--- config.mk ---
export PLATFORM = sky130hd
export DESIGN_NAME = latency_interlock
export DESIGN_NICKNAME = d
export VERILOG_FILES = /design/src/rtl/ilk_pkg.sv /design/src/rtl/ilk_history.sv /design/src/rtl/ilk_src_wait.sv /design/src/rtl/ilk_dslot_ctl.sv /design/src/rtl/latency_interlock.sv
export SDC_FILE = /design/constraint.sdc
export NUM_CORES = 1
export LEC_CHECK = 0
export BUFFER_PORTS_ARGS = -buffer_cell sky130_fd_sc_hd__buf_2
export CAP_MARGIN = 25
export CORE_MARGIN = 2
export CORE_UTILIZATION = 58
export CTS_CLUSTER_SIZE = 40
export DETAILED_ROUTE_END_ITERATION = 8
export PLACE_DENSITY = 0.8
export SYNTH_ARGS = -nofsm -noshare
export SYNTH_HDL_FRONTEND = slang
export SYNTH_SLANG_ARGS = --single-unit
--- constraint.sdc ---
create_clock -name clk -period 7.44 [get_ports clk]
set_input_delay 1.488 -clock clk [delete_from_list [all_inputs] [get_ports clk]]
set_output_delay 1.488 -clock clk [all_outputs]
set_load 0.01 [all_outputs]
--- src/rtl/ilk_pkg.sv ---
package ilk_pkg;

  typedef enum logic [2:0] {
    CL_FPU = 3'd0,
    CL_LDD = 3'd1,
    CL_STD = 3'd2,
    CL_INT = 3'd3,
    CL_BR  = 3'd4
  } cls_e;

  localparam int MAX_LAT = 3;

  // stall cycles required between a producer and a directly following consumer role
  function automatic int pair_lat(cls_e prod, cls_e role);
    int l;
    l = 0;
    case (prod)
      CL_FPU: begin
        if (role == CL_FPU) l = 3;
        else if (role == CL_STD) l = 2;
      end
      CL_LDD: if (role == CL_FPU) l = 1;
      CL_INT: if (role == CL_BR) l = 1;
      default: l = 0;
    endcase
    return l;
  endfunction

  function automatic logic has_dst(cls_e c);
    return (c == CL_FPU) || (c == CL_LDD) || (c == CL_INT);
  endfunction

  // a store's first source is an address base and behaves as an integer consumer
  function automatic cls_e src_role(cls_e c, int idx);
    cls_e r;
    r = c;
    if (c == CL_STD && idx == 0) r = CL_INT;
    return r;
  endfunction

endpackage

--- src/rtl/ilk_history.sv ---
module ilk_history #(
  parameter int HIST  = 3,
  parameter int REG_W = 6
) (
  input  logic                   clk,
  input  logic                   rst,
  input  logic                   push_vld,
  input  ilk_pkg::cls_e          push_cls,
  input  logic [REG_W-1:0]       push_dst,
  output logic [HIST-1:0]        h_vld,
  output ilk_pkg::cls_e          h_cls [HIST],
  output logic [REG_W-1:0]       h_dst [HIST]
);
  import ilk_pkg::*;

  // slot k holds the instruction issued k+1 cycles ago (or a bubble)
  generate
    for (genvar k = 0; k < HIST; k++) begin : g_slot
      always_ff @(posedge clk) begin
        if (rst) begin
          h_vld[k] <= 1'b0;
          h_cls[k] <= CL_INT;
          h_dst[k] <= '0;
        end else if (k == 0) begin
          h_vld[k] <= push_vld;
          h_cls[k] <= push_cls;
          h_dst[k] <= push_dst;
        end else begin
          h_vld[k] <= h_vld[k-1];
          h_cls[k] <= h_cls[k-1];
          h_dst[k] <= h_dst[k-1];
        end
      end
    end
  endgenerate

endmodule

--- src/rtl/ilk_src_wait.sv ---
module ilk_src_wait #(
  parameter int HIST  = 3,
  parameter int REG_W = 6,
  parameter int CNT_W = 2
) (
  input  logic                   src_vld,
  input  logic [REG_W-1:0]       src,
  input  ilk_pkg::cls_e          role,
  input  logic [HIST-1:0]        h_vld,
  input  ilk_pkg::cls_e          h_cls [HIST],
  input  logic [REG_W-1:0]       h_dst [HIST],
  output logic [CNT_W-1:0]       need
);
  import ilk_pkg::*;

  // scan oldest to youngest so the youngest matching writer decides
  always_comb begin
    need = '0;
    for (int k = HIST - 1; k >= 0; k--) begin
      if (src_vld && h_vld[k] && (h_dst[k] == src)) begin
        automatic int l = pair_lat(h_cls[k], role);
        if (l > k) need = CNT_W'(l - k);
        else       need = '0;
      end
    end
  end

endmodule

--- src/rtl/ilk_dslot_ctl.sv ---
module ilk_dslot_ctl (
  input  logic clk,
  input  logic rst,
  input  logic in_valid,
  input  logic in_dslot,
  input  logic issue,
  input  logic issue_is_br,
  output logic blk
);
  logic pend;

  assign blk = pend && in_valid && !in_dslot;

  always_ff @(posedge clk) begin
    if (rst)                              pend <= 1'b0;
    else if (issue)                       pend <= issue_is_br;
    else if (pend && (!in_valid || !in_dslot)) pend <= 1'b0;
  end

endmodule

--- src/rtl/latency_interlock.sv ---
module latency_interlock #(
  parameter int REG_W = 6,
  parameter int HIST  = ilk_pkg::MAX_LAT,
  parameter int CNT_W = $clog2(ilk_pkg::MAX_LAT + 1)
) (
  input  logic             clk,
  input  logic             rst,
  input  logic             in_valid,
  input  logic [2:0]       in_cls,
  input  logic [REG_W-1:0] in_dst,
  input  logic             in_s1_vld,
  input  logic [REG_W-1:0] in_s1,
  input  logic             in_s2_vld,
  input  logic [REG_W-1:0] in_s2,
  input  logic             in_dslot,
  output logic             issue_o,
  output logic             stall_o,
  output logic [CNT_W-1:0] stall_cnt_o
);
  import ilk_pkg::*;

  localparam int NSRC = 2;

  cls_e             cls;
  logic [HIST-1:0]  h_vld;
  cls_e             h_cls [HIST];
  logic [REG_W-1:0] h_dst [HIST];
  logic [CNT_W-1:0] need  [NSRC];
  logic             src_v [NSRC];
  logic [REG_W-1:0] src_r [NSRC];
  logic             slot_blk;

  assign cls      = cls_e'(in_cls);
  assign src_v[0] = in_s1_vld;
  assign src_v[1] = in_s2_vld;
  assign src_r[0] = in_s1;
  assign src_r[1] = in_s2;

  ilk_history #(.HIST(HIST), .REG_W(REG_W)) u_hist (
    .clk      (clk),
    .rst      (rst),
    .push_vld (issue_o && has_dst(cls)),
    .push_cls (cls),
    .push_dst (in_dst),
    .h_vld    (h_vld),
    .h_cls    (h_cls),
    .h_dst    (h_dst)
  );

  generate
    for (genvar s = 0; s < NSRC; s++) begin : g_src
      ilk_src_wait #(.HIST(HIST), .REG_W(REG_W), .CNT_W(CNT_W)) u_wait (
        .src_vld (src_v[s]),
        .src     (src_r[s]),
        .role    (src_role(cls, s)),
        .h_vld   (h_vld),
        .h_cls   (h_cls),
        .h_dst   (h_dst),
        .need    (need[s])
      );
    end
  endgenerate

  ilk_dslot_ctl u_slot (
    .clk         (clk),
    .rst         (rst),
    .in_valid    (in_valid),
    .in_dslot    (in_dslot),
    .issue       (issue_o),
    .issue_is_br (cls == CL_BR),
    .blk         (slot_blk)
  );

  assign stall_cnt_o = (need[0] > need[1]) ? need[0] : need[1];
  assign issue_o     = in_valid && !rst && (stall_cnt_o == '0) && !slot_blk;
  assign stall_o     = in_valid && !issue_o;

endmodule

# After elaboration in Yosys (flattened, before gate mapping)

Cells that the tools add are included.

Register bits after elaboration: 31
Output and inout bits: 4
Logic and storage cells: 110

Order comparisons: 7
Multiplexer cells: 36
Add/sub/neg operators: 4
Reduce and logical (&&, ||, !) cells: 35
Eq/ne operators: 18

Operators by type and width:

| cell                | number |
|---|---|
| $pmux 32 s3         | 6 |
| $mux 32             | 8 |
| $gt 32x1->1 const B | 2 |
| $gt 32x2->1 const B | 2 |
| $gt 32x3->1 const B | 2 |
| $eq 6x6->1          | 6 |
| $mux 2              | 15 |
| $logic_and 1x1->1   | 20 |
| $eq 3x2->1 const B  | 6 |
| $logic_not 3->1     | 5 |
| $eq 3x1->1 const B  | 4 |
| $sub 2x2->2 const B | 4 |
| $eq 3x3->1 const B  | 2 |
| $mux 1              | 6 |
| $logic_not 1->1     | 5 |
| $logic_or 1x1->1    | 3 |
| $mux 3              | 1 |
| $gt 2x2->1          | 1 |
| $logic_not 2->1     | 1 |
| $reduce_bool 2->1   | 1 |

# Longest topological paths before layout

Depth in word-level cells: 19
Gate-level depth with buffers: 12
Gate-level depth less buffers: 12

# By module

From an unflattened synthesis, not the netlist that was laid out.

Cell total of the unflattened synthesis: 177
Area total of the unflattened synthesis: 1742.9 µm²

By module, submodules not included:

| module            | area an instance (µm²) | times used | cells each |
|---|---|---|---|
| ilk_history       | 809.5                  | 1          | 63 |
| ilk_src_wait      | 340.3                  | 2          | 43 |
| latency_interlock | 207.7                  | 1          | 22 |
| ilk_dslot_ctl     | 45.0                   | 1          | 6 |

# Worst setup path after synthesis

No wires, ideal clock.

Kind: in2out
Start: input in_s1[2]
End: output stall_o
Path slack: 1.993 ns
Cell stages on the path: 10
Arrival: 3.959 ns
Cell sequence: xor2_1 > or4_4 > or2_4 > mux2_1 > and2_1 > ha_1 > o22ai_1 > o311ai_4 > o211ai_4 > and2_1

Cells in the longest elaborated chain, start to end: 12
Elaborated cells on any way between the ends: 16

RTL lines:

| what                              | line                    | RTL |
|---|---|---|
| start, declared                   | latency_interlock.sv:12 | `input logic [REG_W-1:0] in_s1,` |
| $eq 6x6->1                        | ilk_src_wait.sv:20      | `if (src_vld && h_vld[k] && (h_dst[k] == src)) begin` |
| $logic_and 1x1->1                 | ilk_src_wait.sv:20      |  |
| $mux 2 (2 in series)              | ilk_src_wait.sv:20      |  |
| $mux 2 *                          | ilk_src_wait.sv:20      |  |
| $gt 2x2->1                        | latency_interlock.sv:74 | `assign stall_cnt_o = (need[0] > need[1]) ? need[0] : need[1];` |
| $mux 2 *                          | latency_interlock.sv:74 |  |
| $logic_not 2->1 *                 | latency_interlock.sv:75 | `assign issue_o = in_valid && !rst && (stall_cnt_o == '0) && !slot_blk;` |
| $logic_and 1x1->1 * (2 in series) | latency_interlock.sv:75 |  |
| $logic_not 1->1 *                 | latency_interlock.sv:76 | `assign stall_o = in_valid && !issue_o;` |
| $logic_and 1x1->1 *               | latency_interlock.sv:76 |  |
| end, declared                     | latency_interlock.sv:17 | `output logic stall_o,` |

Mark *: on every way between the ends. The rest lies on a longest branch, timed or not.

# Final worst setup path

Same ends and word-level chain as after synthesis.

==> results.cfg <==
[outcome]
status = complete, no violations

[die]
die_y_um = 56.8
rows = 19
start_util_pct = 59.6
dieArea_mm2 = 0.00323
coreArea_mm2 = 0.00271
die_w_um = 56.8
ioPinCount = 31

[global_route]
grt_usage_pct = 22.3
grt_pass1_wl_um = 5440
grt_start_max_net_pins = 32
grt.overflow.total = 0
antenna_found_initial = 0
grt_pass1_vias = 1305

[timing]
worst_hold_slack_ps = 487
fin_setup_tns_ps = 0
fin_skew_ps = 4.81
final_max_slew_viol_count = 0
setup_viol = 0
rsz0062_at_grt = false
finalHoldViolations = 0
worst_slew_pin_slew_ps = 529
slew_headroom_pct = 64.7
fmax_ghz = 0.172
fin_crit_sh_pct = 78.0
finalCriticalPeriod_ps = 5810

[drt]
via_count = 1243
vias_per_cell = 5.40
drt_iter0_markers = 45
drc_errors = 0
routed_wl_um = 3170
postRouteAntennaNets = 0
drtPass1Iterations = 4
wl_per_cell_um = 13.8

[cts]
cts_made_buffers = 5
h-tree-depth = 2
hold_buffers = 0
clockRootBuffer = clkbuf_4
cts_sinks = 31
clk_path_buf_depth = 2
post_cts_buffers = 0
post_cts_resized = 0
clk_latency_ps = 330
cts_tree = yes
clkTransAtPathRegs_ps = 90

[logic_synthesis]
synthAdderAreaFrac_pct = 2.32
synth_cell_types = 36
syn_avg_cell_area_um2 = 9.80
synth_nets = 195
synth-xor-area-share_pct = 19.5
synthCells = 165
synth_top_family_by_area = simple AND/OR/NAND/NOR gates
netlist_area_mm2 = 0.00162
ys_seq_area_share_pct = 38.4
synth-seq-cells = 31
synth-compound-area-share_pct = 9.21
ys_warn_count = 0
synth_mux_area_share_pct = 1.32
synthSimpleGateAreaFrac_pct = 27.4

[finish]
antennaDiodeCount = 0
num-nets-final = 229
n_fill_cell = 228
final_layout_size_suffix_gt1_share_pct = 27.1
fin_cells = 230
syn2layout_area_growth_pct = 14.5

[worst_setup_path]
start_kind = input port
path_max_fanout = 4
reg2reg_to = u_slot.pend
cp.required_ps = 5950
crit_start = in_s1[2]
crit_type = in2out
ff2ff_path_depth = 10
end_kind = primary output
arrival_ps = 4320
timing.rr.start = u_hist.h_dst[14]
r2r_setup_slack_ps = 4410
worstSetupEndpoint = stall_o

[power]
leakage_nw = 0.752
ir_drop_v = 0.000148
powerDensity_mw_per_mm2 = 171

[flow_run]
maxCapViolations = 0

[hold_path]
min-delay-start = u_slot.pend
hold_path_class = reg2reg

[place]
port_buffers = 30
gp_congestion = 0.828
hpwl_um = 2560
post-place-cells = 223
-- flip-flops by register name (all words and copies together), names as in the netlist --
register and flops:
u_hist.h_dst 18, u_hist.h_cls 9, u_hist.h_vld 3, u_slot.pend 1
-- metrics by stage --
stage | power (mW) | worst slack [ps] | cell area [um^2] | utilization [%]
final | 0.317 | 1630 | 1850 | 68.3
after global routing | 0.333 | 1530 | 1850 | 68.3
after CTS | 0.320 | 1640 | 1850 | 68.3
after detailed placement | 0.224 | 1670 | 1790 | 66.2
after global placement | 0.223 | 1730 | 1790 | 66.2
after floorplan | 0.206 | 1990 | 1620 | -
-- worst min path at each step --
stage	slack, ps	depth (start not counted)	endpoint
floorplan	430	1	u_hist.h_cls[3]
finish	490	2	u_slot.pend
CTS	490	2	u_slot.pend
detailed placement	470	1	u_hist.h_cls[3]
global placement	470	1	u_hist.h_cls[1]
global route	510	1	u_hist.h_cls[2]
-- per-layer routing --
metal	wire length [um]	track usage (%)	up-vias
li1	-	-	623
met1	1270	23.5	572
met2	1590	38.7	35
met3	176	6.22	13
met4	132	14.3	0
met5	0	0	-
-- layout by cell type (no fill, tap or decap) --
cell type,instances
a2111oi_2,1
a2111oi_4,1
a21o_1,1
a21oi_1,1
a31oi_4,1
and2_1,3
and3_1,2
and4_1,1
buf_2,30
clkbuf_4,5
clkbuf_8,1
clkinv_2,1
dfxtp_1,31
ha_1,3
inv_1,4
inv_2,1
mux2_1,1
mux2i_1,1
nand2_1,10
nand3_1,3
nand3_2,1
nand4_1,4
nor2_1,5
nor2b_1,24
nor3_1,6
nor3_2,1
nor4_1,3
nor4_2,1
nor4b_1,2
o211ai_4,1
o21ai_0,2
o22ai_1,1
o311ai_4,1
o31a_1,1
or2_2,6
or2_4,1
or4_4,1
xnor2_1,19
xor2_1,17
-- area by class of cell --
type	count	area [um^2]	area share (%)
clock buffers	6	51.3	2.77
clock inverters	1	5.00	0.270
inverters	5	18.8	1.01
multi-input cells	126	966	52.2
flip-flops and latches	31	621	33.5
well taps	31	38.8	2.10
repair buffers	30	150	8.11
-- kinds of logic (layout without fill, tap and decap cells) --
group                      count (synthesis)  in the layout
AOI/OAI and AO/OA                         11             11
adders and majority gates                  3              3
and+or+nand+nor                           74             74
xor gates and xnor gates                  36             36
DFF                                       31             31
buffers and inverters                      8             42
muxes                                      2              2
-- cell usage after synthesis --
cell type / n / area [um^2]
a21o_1: 1 / 7.51
nand3_1: 3 / 15.0
nor4_2: 1 / 12.5
o311ai_4: 1 / 26.3
dfxtp_1: 31 / 621
and3_1: 2 / 12.5
inv_1: 4 / 15.0
mux2_1: 1 / 11.3
xor2_1: 17 / 149
ha_1: 3 / 37.5
nor2_1: 5 / 18.8
nor4b_1: 2 / 17.5
nand4_1: 4 / 25.0
o21ai_0: 2 / 10.0
mux2i_1: 1 / 10.0
a2111oi_4: 1 / 27.5
o22ai_1: 1 / 6.26
and2_1: 3 / 18.8
or2_4: 1 / 8.76
inv_2: 1 / 3.75
xnor2_1: 19 / 166
o31a_1: 1 / 8.76
or4_4: 1 / 11.3
clkbuf_1: 3 / 11.3
nor3_2: 1 / 10.0
a31oi_4: 1 / 21.3
a21oi_1: 1 / 5.00
nor2b_1: 24 / 150
nand3_2: 1 / 10.0
a2111oi_2: 1 / 15.0
or2_2: 6 / 37.5
nor4_1: 3 / 18.8
and4_1: 1 / 8.76
nor3_1: 6 / 30.0
nand2_1: 10 / 37.5
o211ai_4: 1 / 21.3
-- power by group --
group / internal, mW / switching (mW)
Sequential: 0.172 / 0.00552
Clock: 0.0437 / 0.0531
Combinational: 0.0205 / 0.0221
Total: 0.236 / 0.0807
-- critical path, stage by stage --
cell      delay [ps]
buf_2            130
xor2_1           160
or4_4            540
or2_4            260
mux2_1           330
and2_1           170
ha_1             190
o22ai_1          390
o311ai_4         210
o211ai_4         170
and2_1           160
buf_2            120
No activity file was read; power rests on OpenSTA's default activity.
